[src/rtl/rtc_pkg.sv]
package rtc_pkg;

    localparam int WORD_W = 24;
    localparam int SEL_W  = 3;

    // Field masks for the packed BCD words
    localparam logic [WORD_W-1:0] TIME_MASK = 24'h3F7F7F;
    localparam logic [WORD_W-1:0] DATE_MASK = 24'hFF1F3F;

    typedef enum logic [SEL_W-1:0] {
        SEL_TIME     = 3'd0,
        SEL_DATE     = 3'd1,
        SEL_DOW      = 3'd2,
        SEL_FMT      = 3'd3,
        SEL_ALM_TIME = 3'd4,
        SEL_ALM_DATE = 3'd5,
        SEL_IRQ_EN   = 3'd6,
        SEL_FLAG_CLR = 3'd7
    } reg_sel_e;

    typedef enum logic [1:0] {
        ST_IDLE      = 2'd0,
        ST_STEP_TIME = 2'd1,
        ST_STEP_DATE = 2'd2,
        ST_COMPARE   = 2'd3
    } step_state_e;

    // Two-digit BCD increment; the caller handles wrap limits
    function automatic logic [7:0] bcd_inc8(input logic [7:0] v);
        if (v[3:0] == 4'd9) begin
            return {v[7:4] + 4'd1, 4'd0};
        end
        return {v[7:4], v[3:0] + 4'd1};
    endfunction

endpackage

[src/rtl/rtc_step_fsm.sv]
module rtc_step_fsm
    import rtc_pkg::*;
(
    input  logic clk,
    input  logic rst_n,
    input  logic sec_stb,
    input  logic day_carry,
    output logic do_time,
    output logic do_date,
    output logic do_match
);

    step_state_e state_q;
    step_state_e state_d;

    // State register
    always_ff @(posedge clk or negedge rst_n) begin
        if (!rst_n) begin
            state_q <= ST_IDLE;
        end else begin
            state_q <= state_d;
        end
    end

    // Transitions
    always_comb begin
        state_d = state_q;
        unique case (state_q)
            ST_IDLE: begin
                if (sec_stb) begin
                    state_d = ST_STEP_TIME;
                end
            end
            ST_STEP_TIME: begin
                state_d = day_carry ? ST_STEP_DATE : ST_COMPARE;
            end
            ST_STEP_DATE: begin
                state_d = ST_COMPARE;
            end
            ST_COMPARE: begin
                state_d = ST_IDLE;
            end
        endcase
    end

    // Outputs decoded from the state
    always_comb begin
        do_time  = 1'b0;
        do_date  = 1'b0;
        do_match = 1'b0;
        unique case (state_q)
            ST_IDLE:      ;
            ST_STEP_TIME: do_time  = 1'b1;
            ST_STEP_DATE: do_date  = 1'b1;
            ST_COMPARE:   do_match = 1'b1;
        endcase
    end

    // A busy sequence never re-enters the time step, so late strobes are dropped
    p_busy_drop_r13: assert property (@(posedge clk) disable iff (!rst_n)
        (state_q != ST_IDLE) |=> (state_q != ST_STEP_TIME));

    // The date step is entered only from the time step
    p_date_after_time_r3: assert property (@(posedge clk) disable iff (!rst_n)
        (state_q == ST_STEP_TIME) && !day_carry |=> (state_q != ST_STEP_DATE));

    // A strobe in IDLE always starts a sequence
    p_strobe_start_r2: assert property (@(posedge clk) disable iff (!rst_n)
        (state_q == ST_IDLE) && sec_stb |=> do_time);

endmodule

[src/rtl/rtc_time_step.sv]
module rtc_time_step
    import rtc_pkg::*;
(
    input  logic [WORD_W-1:0] cur,
    input  logic              hr24,
    output logic [WORD_W-1:0] nxt,
    output logic              day_carry
);

    logic [7:0] sec, min, hr;
    logic [7:0] sec_n, min_n, hr_n;
    logic       c_min, c_hr;

    always_comb begin
        sec = cur[7:0]   & 8'h7F;
        min = cur[15:8]  & 8'h7F;
        hr  = cur[23:16] & 8'h3F;

        c_min = (sec == 8'h59);
        sec_n = c_min ? 8'h00 : bcd_inc8(sec);

        c_hr  = c_min && (min == 8'h59);
        min_n = min;
        if (c_min) begin
            min_n = c_hr ? 8'h00 : bcd_inc8(min);
        end

        hr_n      = hr;
        day_carry = 1'b0;
        if (c_hr) begin
            if (hr24) begin
                if (hr == 8'h23) begin
                    hr_n      = 8'h00;
                    day_carry = 1'b1;
                end else begin
                    hr_n = bcd_inc8(hr);
                end
            end else begin
                // 12-hour order: AM hours 01..12, PM hours 21..32
                case (hr)
                    8'h11:   hr_n = 8'h32;
                    8'h12:   hr_n = 8'h01;
                    8'h31: begin
                        hr_n      = 8'h12;
                        day_carry = 1'b1;
                    end
                    8'h32:   hr_n = 8'h21;
                    default: hr_n = bcd_inc8(hr);
                endcase
            end
        end

        nxt = {hr_n, min_n, sec_n} & TIME_MASK;
    end

endmodule

[src/rtl/rtc_date_step.sv]
module rtc_date_step
    import rtc_pkg::*;
#(
    parameter int DAYS_PER_WEEK = 7,
    localparam int DOW_W = $clog2(DAYS_PER_WEEK)
) (
    input  logic [WORD_W-1:0] cur,
    input  logic [DOW_W-1:0]  dow,
    output logic [WORD_W-1:0] nxt,
    output logic [DOW_W-1:0]  nxt_dow,
    output logic              leap
);

    localparam logic [DOW_W-1:0] DOW_LAST = DOW_W'(DAYS_PER_WEEK - 1);

    logic [7:0] day, mon, yr;
    logic [7:0] day_n, mon_n, yr_n;
    logic [7:0] last_day;
    logic [1:0] mod4;

    always_comb begin
        day = cur[7:0]  & 8'h3F;
        mon = cur[15:8] & 8'h1F;
        yr  = cur[23:16];

        // (10*tens + units) mod 4 == (2*tens + units) mod 4
        mod4 = yr[1:0] + {yr[4], 1'b0};
        leap = (mod4 == 2'b00);

        case (mon)
            8'h02:                      last_day = leap ? 8'h29 : 8'h28;
            8'h04, 8'h06, 8'h09, 8'h11: last_day = 8'h30;
            default:                    last_day = 8'h31;
        endcase

        day_n = bcd_inc8(day);
        mon_n = mon;
        yr_n  = yr;
        if (day == last_day) begin
            day_n = 8'h01;
            if (mon == 8'h12) begin
                mon_n = 8'h01;
                yr_n  = (yr == 8'h99) ? 8'h00 : bcd_inc8(yr);
            end else begin
                mon_n = bcd_inc8(mon);
            end
        end

        nxt     = {yr_n, mon_n, day_n} & DATE_MASK;
        nxt_dow = (dow == DOW_LAST) ? '0 : dow + 1'b1;
    end

endmodule

[src/rtl/bcd_rtc_core.sv]
module bcd_rtc_core
    import rtc_pkg::*;
#(
    parameter int   DAYS_PER_WEEK = 7,
    parameter logic RESET_HR24    = 1'b1,
    localparam int  DOW_W         = $clog2(DAYS_PER_WEEK)
) (
    input  logic              clk,
    input  logic              rst_n,
    input  logic              sec_stb,
    input  logic              tick_stb,
    input  logic              wr_en,
    input  logic [SEL_W-1:0]  wr_sel,
    input  logic [WORD_W-1:0] wr_data,
    output logic [WORD_W-1:0] time_o,
    output logic [WORD_W-1:0] date_o,
    output logic [DOW_W-1:0]  dow_o,
    output logic              leap_o,
    output logic              alarm_flag_o,
    output logic              tick_flag_o,
    output logic              wake_o
);

    localparam logic [WORD_W-1:0] RESET_DATE = 24'h000101;
    localparam logic [DOW_W-1:0]  RESET_DOW  = DOW_W'(DAYS_PER_WEEK - 1);

    reg_sel_e sel;
    assign sel = reg_sel_e'(wr_sel);

    logic [WORD_W-1:0] time_q, date_q, alm_time_q, alm_date_q;
    logic [WORD_W-1:0] time_nxt, date_nxt;
    logic [DOW_W-1:0]  dow_q, dow_nxt;
    logic              hr24_q, alm_en_q, tick_en_q, wake_en_q;
    logic              alarm_flag_q, tick_flag_q, wake_q;
    logic              day_carry, leap;
    logic              do_time, do_date, do_match;
    logic              alm_hit;
    logic              wr_time, wr_date, wr_dow, wr_clr;

    assign wr_time = wr_en && (sel == SEL_TIME);
    assign wr_date = wr_en && (sel == SEL_DATE);
    assign wr_dow  = wr_en && (sel == SEL_DOW);
    assign wr_clr  = wr_en && (sel == SEL_FLAG_CLR);
    assign alm_hit = (time_q == alm_time_q) && (date_q == alm_date_q);

    rtc_step_fsm u_fsm (
        .clk       (clk),
        .rst_n     (rst_n),
        .sec_stb   (sec_stb),
        .day_carry (day_carry),
        .do_time   (do_time),
        .do_date   (do_date),
        .do_match  (do_match)
    );

    rtc_time_step u_time (
        .cur       (time_q),
        .hr24      (hr24_q),
        .nxt       (time_nxt),
        .day_carry (day_carry)
    );

    rtc_date_step #(
        .DAYS_PER_WEEK (DAYS_PER_WEEK)
    ) u_date (
        .cur     (date_q),
        .dow     (dow_q),
        .nxt     (date_nxt),
        .nxt_dow (dow_nxt),
        .leap    (leap)
    );

    // Time, date and weekday: a load wins over a step in the same cycle
    always_ff @(posedge clk or negedge rst_n) begin
        if (!rst_n) begin
            time_q <= '0;
            date_q <= RESET_DATE;
            dow_q  <= RESET_DOW;
        end else begin
            if (wr_time) begin
                time_q <= wr_data & TIME_MASK;
            end else if (do_time) begin
                time_q <= time_nxt;
            end
            if (wr_date) begin
                date_q <= wr_data & DATE_MASK;
            end else if (do_date) begin
                date_q <= date_nxt;
            end
            if (wr_dow) begin
                dow_q <= wr_data[DOW_W-1:0];
            end else if (do_date) begin
                dow_q <= dow_nxt;
            end
        end
    end

    // Configuration registers
    always_ff @(posedge clk or negedge rst_n) begin
        if (!rst_n) begin
            hr24_q     <= RESET_HR24;
            alm_time_q <= '0;
            alm_date_q <= '0;
            alm_en_q   <= 1'b0;
            tick_en_q  <= 1'b0;
            wake_en_q  <= 1'b0;
        end else if (wr_en) begin
            unique case (sel)
                SEL_FMT:      hr24_q     <= wr_data[0];
                SEL_ALM_TIME: alm_time_q <= wr_data & TIME_MASK;
                SEL_ALM_DATE: alm_date_q <= wr_data & DATE_MASK;
                SEL_IRQ_EN: begin
                    alm_en_q  <= wr_data[0];
                    tick_en_q <= wr_data[1];
                    wake_en_q <= wr_data[2];
                end
                SEL_TIME, SEL_DATE, SEL_DOW, SEL_FLAG_CLR: ;
            endcase
        end
    end

    // Flags and wake pulse: a set wins over a clear
    always_ff @(posedge clk or negedge rst_n) begin
        if (!rst_n) begin
            alarm_flag_q <= 1'b0;
            tick_flag_q  <= 1'b0;
            wake_q       <= 1'b0;
        end else begin
            if (do_match && alm_en_q && alm_hit) begin
                alarm_flag_q <= 1'b1;
            end else if (wr_clr && wr_data[0]) begin
                alarm_flag_q <= 1'b0;
            end
            if (tick_stb && tick_en_q) begin
                tick_flag_q <= 1'b1;
            end else if (wr_clr && wr_data[1]) begin
                tick_flag_q <= 1'b0;
            end
            wake_q <= wake_en_q && (tick_stb || (do_match && alm_hit));
        end
    end

    assign time_o       = time_q;
    assign date_o       = date_q;
    assign dow_o        = dow_q;
    assign leap_o       = leap;
    assign alarm_flag_o = alarm_flag_q;
    assign tick_flag_o  = tick_flag_q;
    assign wake_o       = wake_q;

    // Time word moves only on a step or a load
    p_time_hold_r2: assert property (@(posedge clk) disable iff (!rst_n)
        !do_time && !wr_time |=> $stable(time_q));

    // A date step always moves the weekday on
    p_dow_step_r6: assert property (@(posedge clk) disable iff (!rst_n)
        do_date && !wr_dow |=> (dow_q != $past(dow_q)));

    // Matching compare with enable sets the alarm flag
    p_alarm_set_r8: assert property (@(posedge clk) disable iff (!rst_n)
        do_match && alm_en_q && alm_hit |=> alarm_flag_q);

    // Alarm flag rises only out of an enabled compare
    p_alarm_quiet_r8: assert property (@(posedge clk) disable iff (!rst_n)
        !alarm_flag_q && !(do_match && alm_en_q) |=> !alarm_flag_q);

    // Enabled tick sets the tick flag
    p_tick_set_r9: assert property (@(posedge clk) disable iff (!rst_n)
        tick_stb && tick_en_q |=> tick_flag_q);

    // Wake pulse requires the wake enable one cycle earlier
    p_wake_gate_r11: assert property (@(posedge clk) disable iff (!rst_n)
        !wake_en_q |=> !wake_o);

endmodule

[config.mk]
export PLATFORM = sky130hd
export DESIGN_NAME = bcd_rtc_core
export DESIGN_NICKNAME = d
export VERILOG_FILES = /design/src/rtl/rtc_pkg.sv /design/src/rtl/rtc_step_fsm.sv /design/src/rtl/rtc_time_step.sv /design/src/rtl/rtc_date_step.sv /design/src/rtl/bcd_rtc_core.sv
export SDC_FILE = /design/constraint.sdc
export NUM_CORES = 1
export LEC_CHECK = 0
export BUFFER_PORTS_ARGS = -buffer_cell sky130_fd_sc_hd__buf_2
export CORE_UTILIZATION = 60
export CTS_BUF_LIST = sky130_fd_sc_hd__clkbuf_4 sky130_fd_sc_hd__clkbuf_8
export DETAILED_ROUTE_END_ITERATION = 6
export GPL_TIMING_DRIVEN = 0
export PLACE_DENSITY = 0.84
export SETUP_SLACK_MARGIN = 0.15
export SLEW_MARGIN = 25
export SYNTH_ARGS = -nofsm -noshare
export SYNTH_HDL_FRONTEND = slang
export SYNTH_HIERARCHICAL = 1
export SYNTH_SLANG_ARGS = --single-unit
[constraint.sdc]
create_clock -name clk -period 2.6 [get_ports clk]
set_input_delay 0 -clock clk [delete_from_list [all_inputs] [get_ports clk]]
set_output_delay 0 -clock clk [all_outputs]
set_load 0.02 [all_outputs]
==> Implementation_results.wiki <==
{| class="wikitable"
! Metric !! Value
|-
| Clock input transition at the sequential cells of the worst setup and hold paths || 0.10 ns
|-
| Kind of start point of the critical path || flop
|-
| FILL cells || 641
|-
| Fraction of post-synthesis cell area in the top cell type by area || 0.381
|-
| Number of antenna violations at the first check in global routing || 0
|-
| Highest-count cells in the layout ignoring fill and taps || 92 x sky130_fd_sc_hd__buf_2, 90 x sky130_fd_sc_hd__dfrtp_1, 72 x sky130_fd_sc_hd__nand2_1
|-
| Sequential element share of the synthesized area || 0.402
|-
| Sequential cell area in the final layout || 2490 um^2
|-
| Total of warnings raised by yosys || 6
|-
| Number of flip-flops and latches in the synthesized netlist || ~100
|-
| Vert. Die Dim || 103 um
|-
| Number of top-level design ports || 87
|-
| Top post-synthesis cells by area || sky130_fd_sc_hd__dfrtp_1 38%, sky130_fd_sc_hd__mux2_2 9.1%, sky130_fd_sc_hd__mux2i_1 8.4%
|-
| Wire length per cell after detailed routing || about 18 um
|-
| Worst slew pin tran || 0.740 ns
|-
| Fraction of final layout cells with drive strength greater than 1 || 0.292
|-
| GR met3 Demand/Resource || 0.0504
|-
| Highest ir drop seen on vdd || around 0.7 mV
|-
| Latest clock arrival within the worst-skew pair || 0.37 ns
|-
| Cell depth of the worst hold path || 4
|-
| Leakage || roughly 0.0034 uW
|-
| Critical setup path kind || reg -> reg
|-
| Most common cell after layout, fill and taps aside || sky130_fd_sc_hd__buf_2
|-
| Total setup violations reported at the end of the flow || 0
|-
| Flip-flop cell with the highest count after synthesis || sky130_fd_sc_hd__dfrtp_1
|-
| Number of buffers created by CTS || 9
|-
| Relative max-transition margin || 0.506
|-
| Endpoint type of the worst setup path || flop
|-
| Number of flops mapped to enable cells by yosys || 0
|-
| Synthesized area divided by synthesized cell count || 10.1 um^2
|-
| Layout area overhead || 21.1%
|-
| Vias per cell || 5.94
|-
| Routed wire length || 16,000 um
|-
| CTS Root Buffer Type || sky130_fd_sc_hd__clkbuf_8
|-
| Deepest level of the CTS H-tree || 3
|-
| Largest net degree at the start of global routing || 56
|-
| First-pass GRT wire length || 25,000 um
|-
| Worst path required time || 2.83 ns
|-
| Total number of vias || around 5,300
|-
| Met2 layer usage reported by global route || 0.511
|-
| Combined global-route utilization of all metal layers || 0.313
|-
| Effective utilization at floorplan || 0.626
|-
| Total power per unit cell area || 1140 nW/um^2
|-
| Layer with the highest usage after global routing || met2
|-
| Max Clock Skew || 0.0120 ns
|-
| Total DRC errors in the routed layout || 0
|-
| Floorplan die area || 10,700 um^2
|-
| CTS tree || built
|-
| CTS Sinks || 99
|-
| Classification of the worst-slack hold path || in -> reg
|-
| Fraction of the cycle the final worst path needs || 0.950
|-
| DP Area || 6820 um^2
|-
| Setup repair after global routing missed its margin || true
|-
| Async S/R FF share, synth || 1.00
|-
| 1st-iter DRT viols || 330
|-
| Final hold violations || 0
|-
| Max-cap violation count || 0
|-
| Row count || 36
|-
| Slew Viols, Final || 0
|-
| Synth Cell Area || between 6000 and 7000 um^2
|-
| Met1 Usage GRT || 0.412
|-
| Number of cells on the worst reg-to-reg path || 10
|-
| TritonRoute pass-1 iters || 5
|-
| Setup total negative slack || 0 ns
|-
| IO Port Bufs || 84
|-
| Final critical delay including setup and external delays || 2.47 ns
|-
| Most area-hungry cell type in the Yosys netlist || sky130_fd_sc_hd__dfrtp_1
|-
| Run status || finished clean
|-
| Die W || 103 um
|-
| Number of library cell types mapped by synthesis || 67
|-
| CP max FO || 7
|-
| HPWL after DPL || approximately 11,000 um
|-
| Count of nets left with antenna violations after detail routing || 0
|-
| Congestion Overflow GR || 0
|-
| CTS max path bufs || 2
|-
| Mapped Cells || 614
|-
| Core region area || 9860 um^2
|-
| Area taken by multi-input logic gates || 3510 um^2
|-
| Number of global-route vias before repair || 5,068
|-
| Ant diodes || 0
|-
| GP Congestion || 0.852
|-
| Critical Path AT || around 2.7 ns
|-
| Highest clock rate || 405 MHz
|-
| Finished layout cell area || 7470 um^2
|-
| Net count of the finished layout || 810
|}
==> report_power, final <==
group          switching, uW  total [uW]  internal, uW
clock                    523        1100           575
combinational           2460        4380          1930
sequential               920        3060          2140
==> worst max-delay path, stage by stage (launching register included) <==
cell and delay, ns:
sky130_fd_sc_hd__dfstp_2 0.57, sky130_fd_sc_hd__buf_6 0.13, sky130_fd_sc_hd__nor3_1 0.06, sky130_fd_sc_hd__a32o_2 0.27, sky130_fd_sc_hd__o21a_1 0.19, sky130_fd_sc_hd__buf_6 0.14, sky130_fd_sc_hd__buf_4 0.14, sky130_fd_sc_hd__o41ai_1 0.42
sky130_fd_sc_hd__o41ai_2 0.14, sky130_fd_sc_hd__mux2i_1 0.17, sky130_fd_sc_hd__o21ai_0 0.11
==> state kept, by name, summed over array words and instances, names as in the netlist <==
| name | cells |
|---|---|
| hr24_q | 1 |
| tick_en_q | 1 |
| alarm_flag_o | 1 |
| alm_en_q | 1 |
| tick_flag_o | 1 |
| wake_en_q | 1 |
| date_o | 24 |
| alm_date_q | 19 |
| alm_time_q | 20 |
| u_fsm/state_q | 2 |
| wake_o | 1 |
| dow_o | 3 |
| time_o | 24 |
==> stage by stage <==
step,hold WS [ns],total power (uW),util,worst slack [ns],std cells
after floorplan,-0.296,5800,-,0.193,621
after detailed placement,-0.0480,7110,0.691,0.0109,839
after global placement,0.221,6850,0.688,0.0924,838
after CTS,0.0313,8300,0.743,0.158,884
final,0.0479,8540,0.758,0.129,894
after global routing,0.110,9100,0.758,0.0940,894
==> cell type report <==
cell class / instances / area share
Timing Repair Buffer: 124 / 0.108
Inverter: 17 / 0.00854
Sequential cell: 99 / 0.333
Buffer: 35 / 0.0281
Clock inverter: 4 / 0.0100
Multi-Input combinational cell: 470 / 0.470
Clock buffer: 12 / 0.0196
Tap cell: 133 / 0.0223
==> final timing paths <==
| path | from | endpoint | slack, ns |
|---|---|---|---|
| worst max-delay path | date_o[8]$_DFFE_PN1P_ | date_o[9]$_DFFE_PN0P_ | 0.13 |
| worst min-delay path | wr_sel[0] | dow_o[1]$_DFFE_PN1P_ | 0.05 |
| worst max register to register | date_o[8]$_DFFE_PN1P_ | date_o[9]$_DFFE_PN0P_ | 0.13 |
| worst min register to register | wake_en_q$_DFFE_PN0P_ | wake_o$_DFF_PN0_ | 0.49 |
| max in group asynchronous | rst_n | hr24_q$_DFFE_PN1P_ | 1.85 |
| min in group asynchronous | rst_n | alm_date_q[21]$_DFFE_PN0P_ | 0.12 |
==> Yosys cell counts (all sizes together), types with 4 or more instances <==
cell type   n
xor2       45
a22o        4
nor3b       6
nor3       11
nand2b      6
nand2      72
inv        17
dfrtp      94
ha         22
xnor2       7
clkbuf     11
nand3       9
mux2       51
nor2b       5
a21o        4
nand4b      4
nor4       18
mux2i      52
nor2       35
o21ai      57
a21oi       8
o41ai       5
dfstp       5
buf        24
nand4       5
==> cell families after synthesis <==
family / count (synthesis) / share of synthesized area
simple gates: 189 / 0.164
mux: 103 / 0.177
flops: 99 / 0.402
compound gates: 95 / 0.0947
xor+xnor: 52 / 0.0738
buf+inv: 52 / 0.0417
fa+ha+maj: 22 / 0.0446
other cells: 2 / 0.00122
==> repair_timing <==
action                                 CTS  global route
buffers inserted                         4            10
pin swaps                                1             5
setup endpoints to repair                6            15
endpoints found under the hold margin  180             0
resized for setup                        4            21
hold buffers                            25             0
==> metal layers <==
metal  up-vias  routed length (um)  share of wire
met5         -                   0              0
met4         0                 515          0.032
met3        46                 881          0.055
met2       197                7970           0.50
met1      2629                6680           0.42
li1       2439                   -              -
No activity file was read; power rests on OpenSTA's default activity.
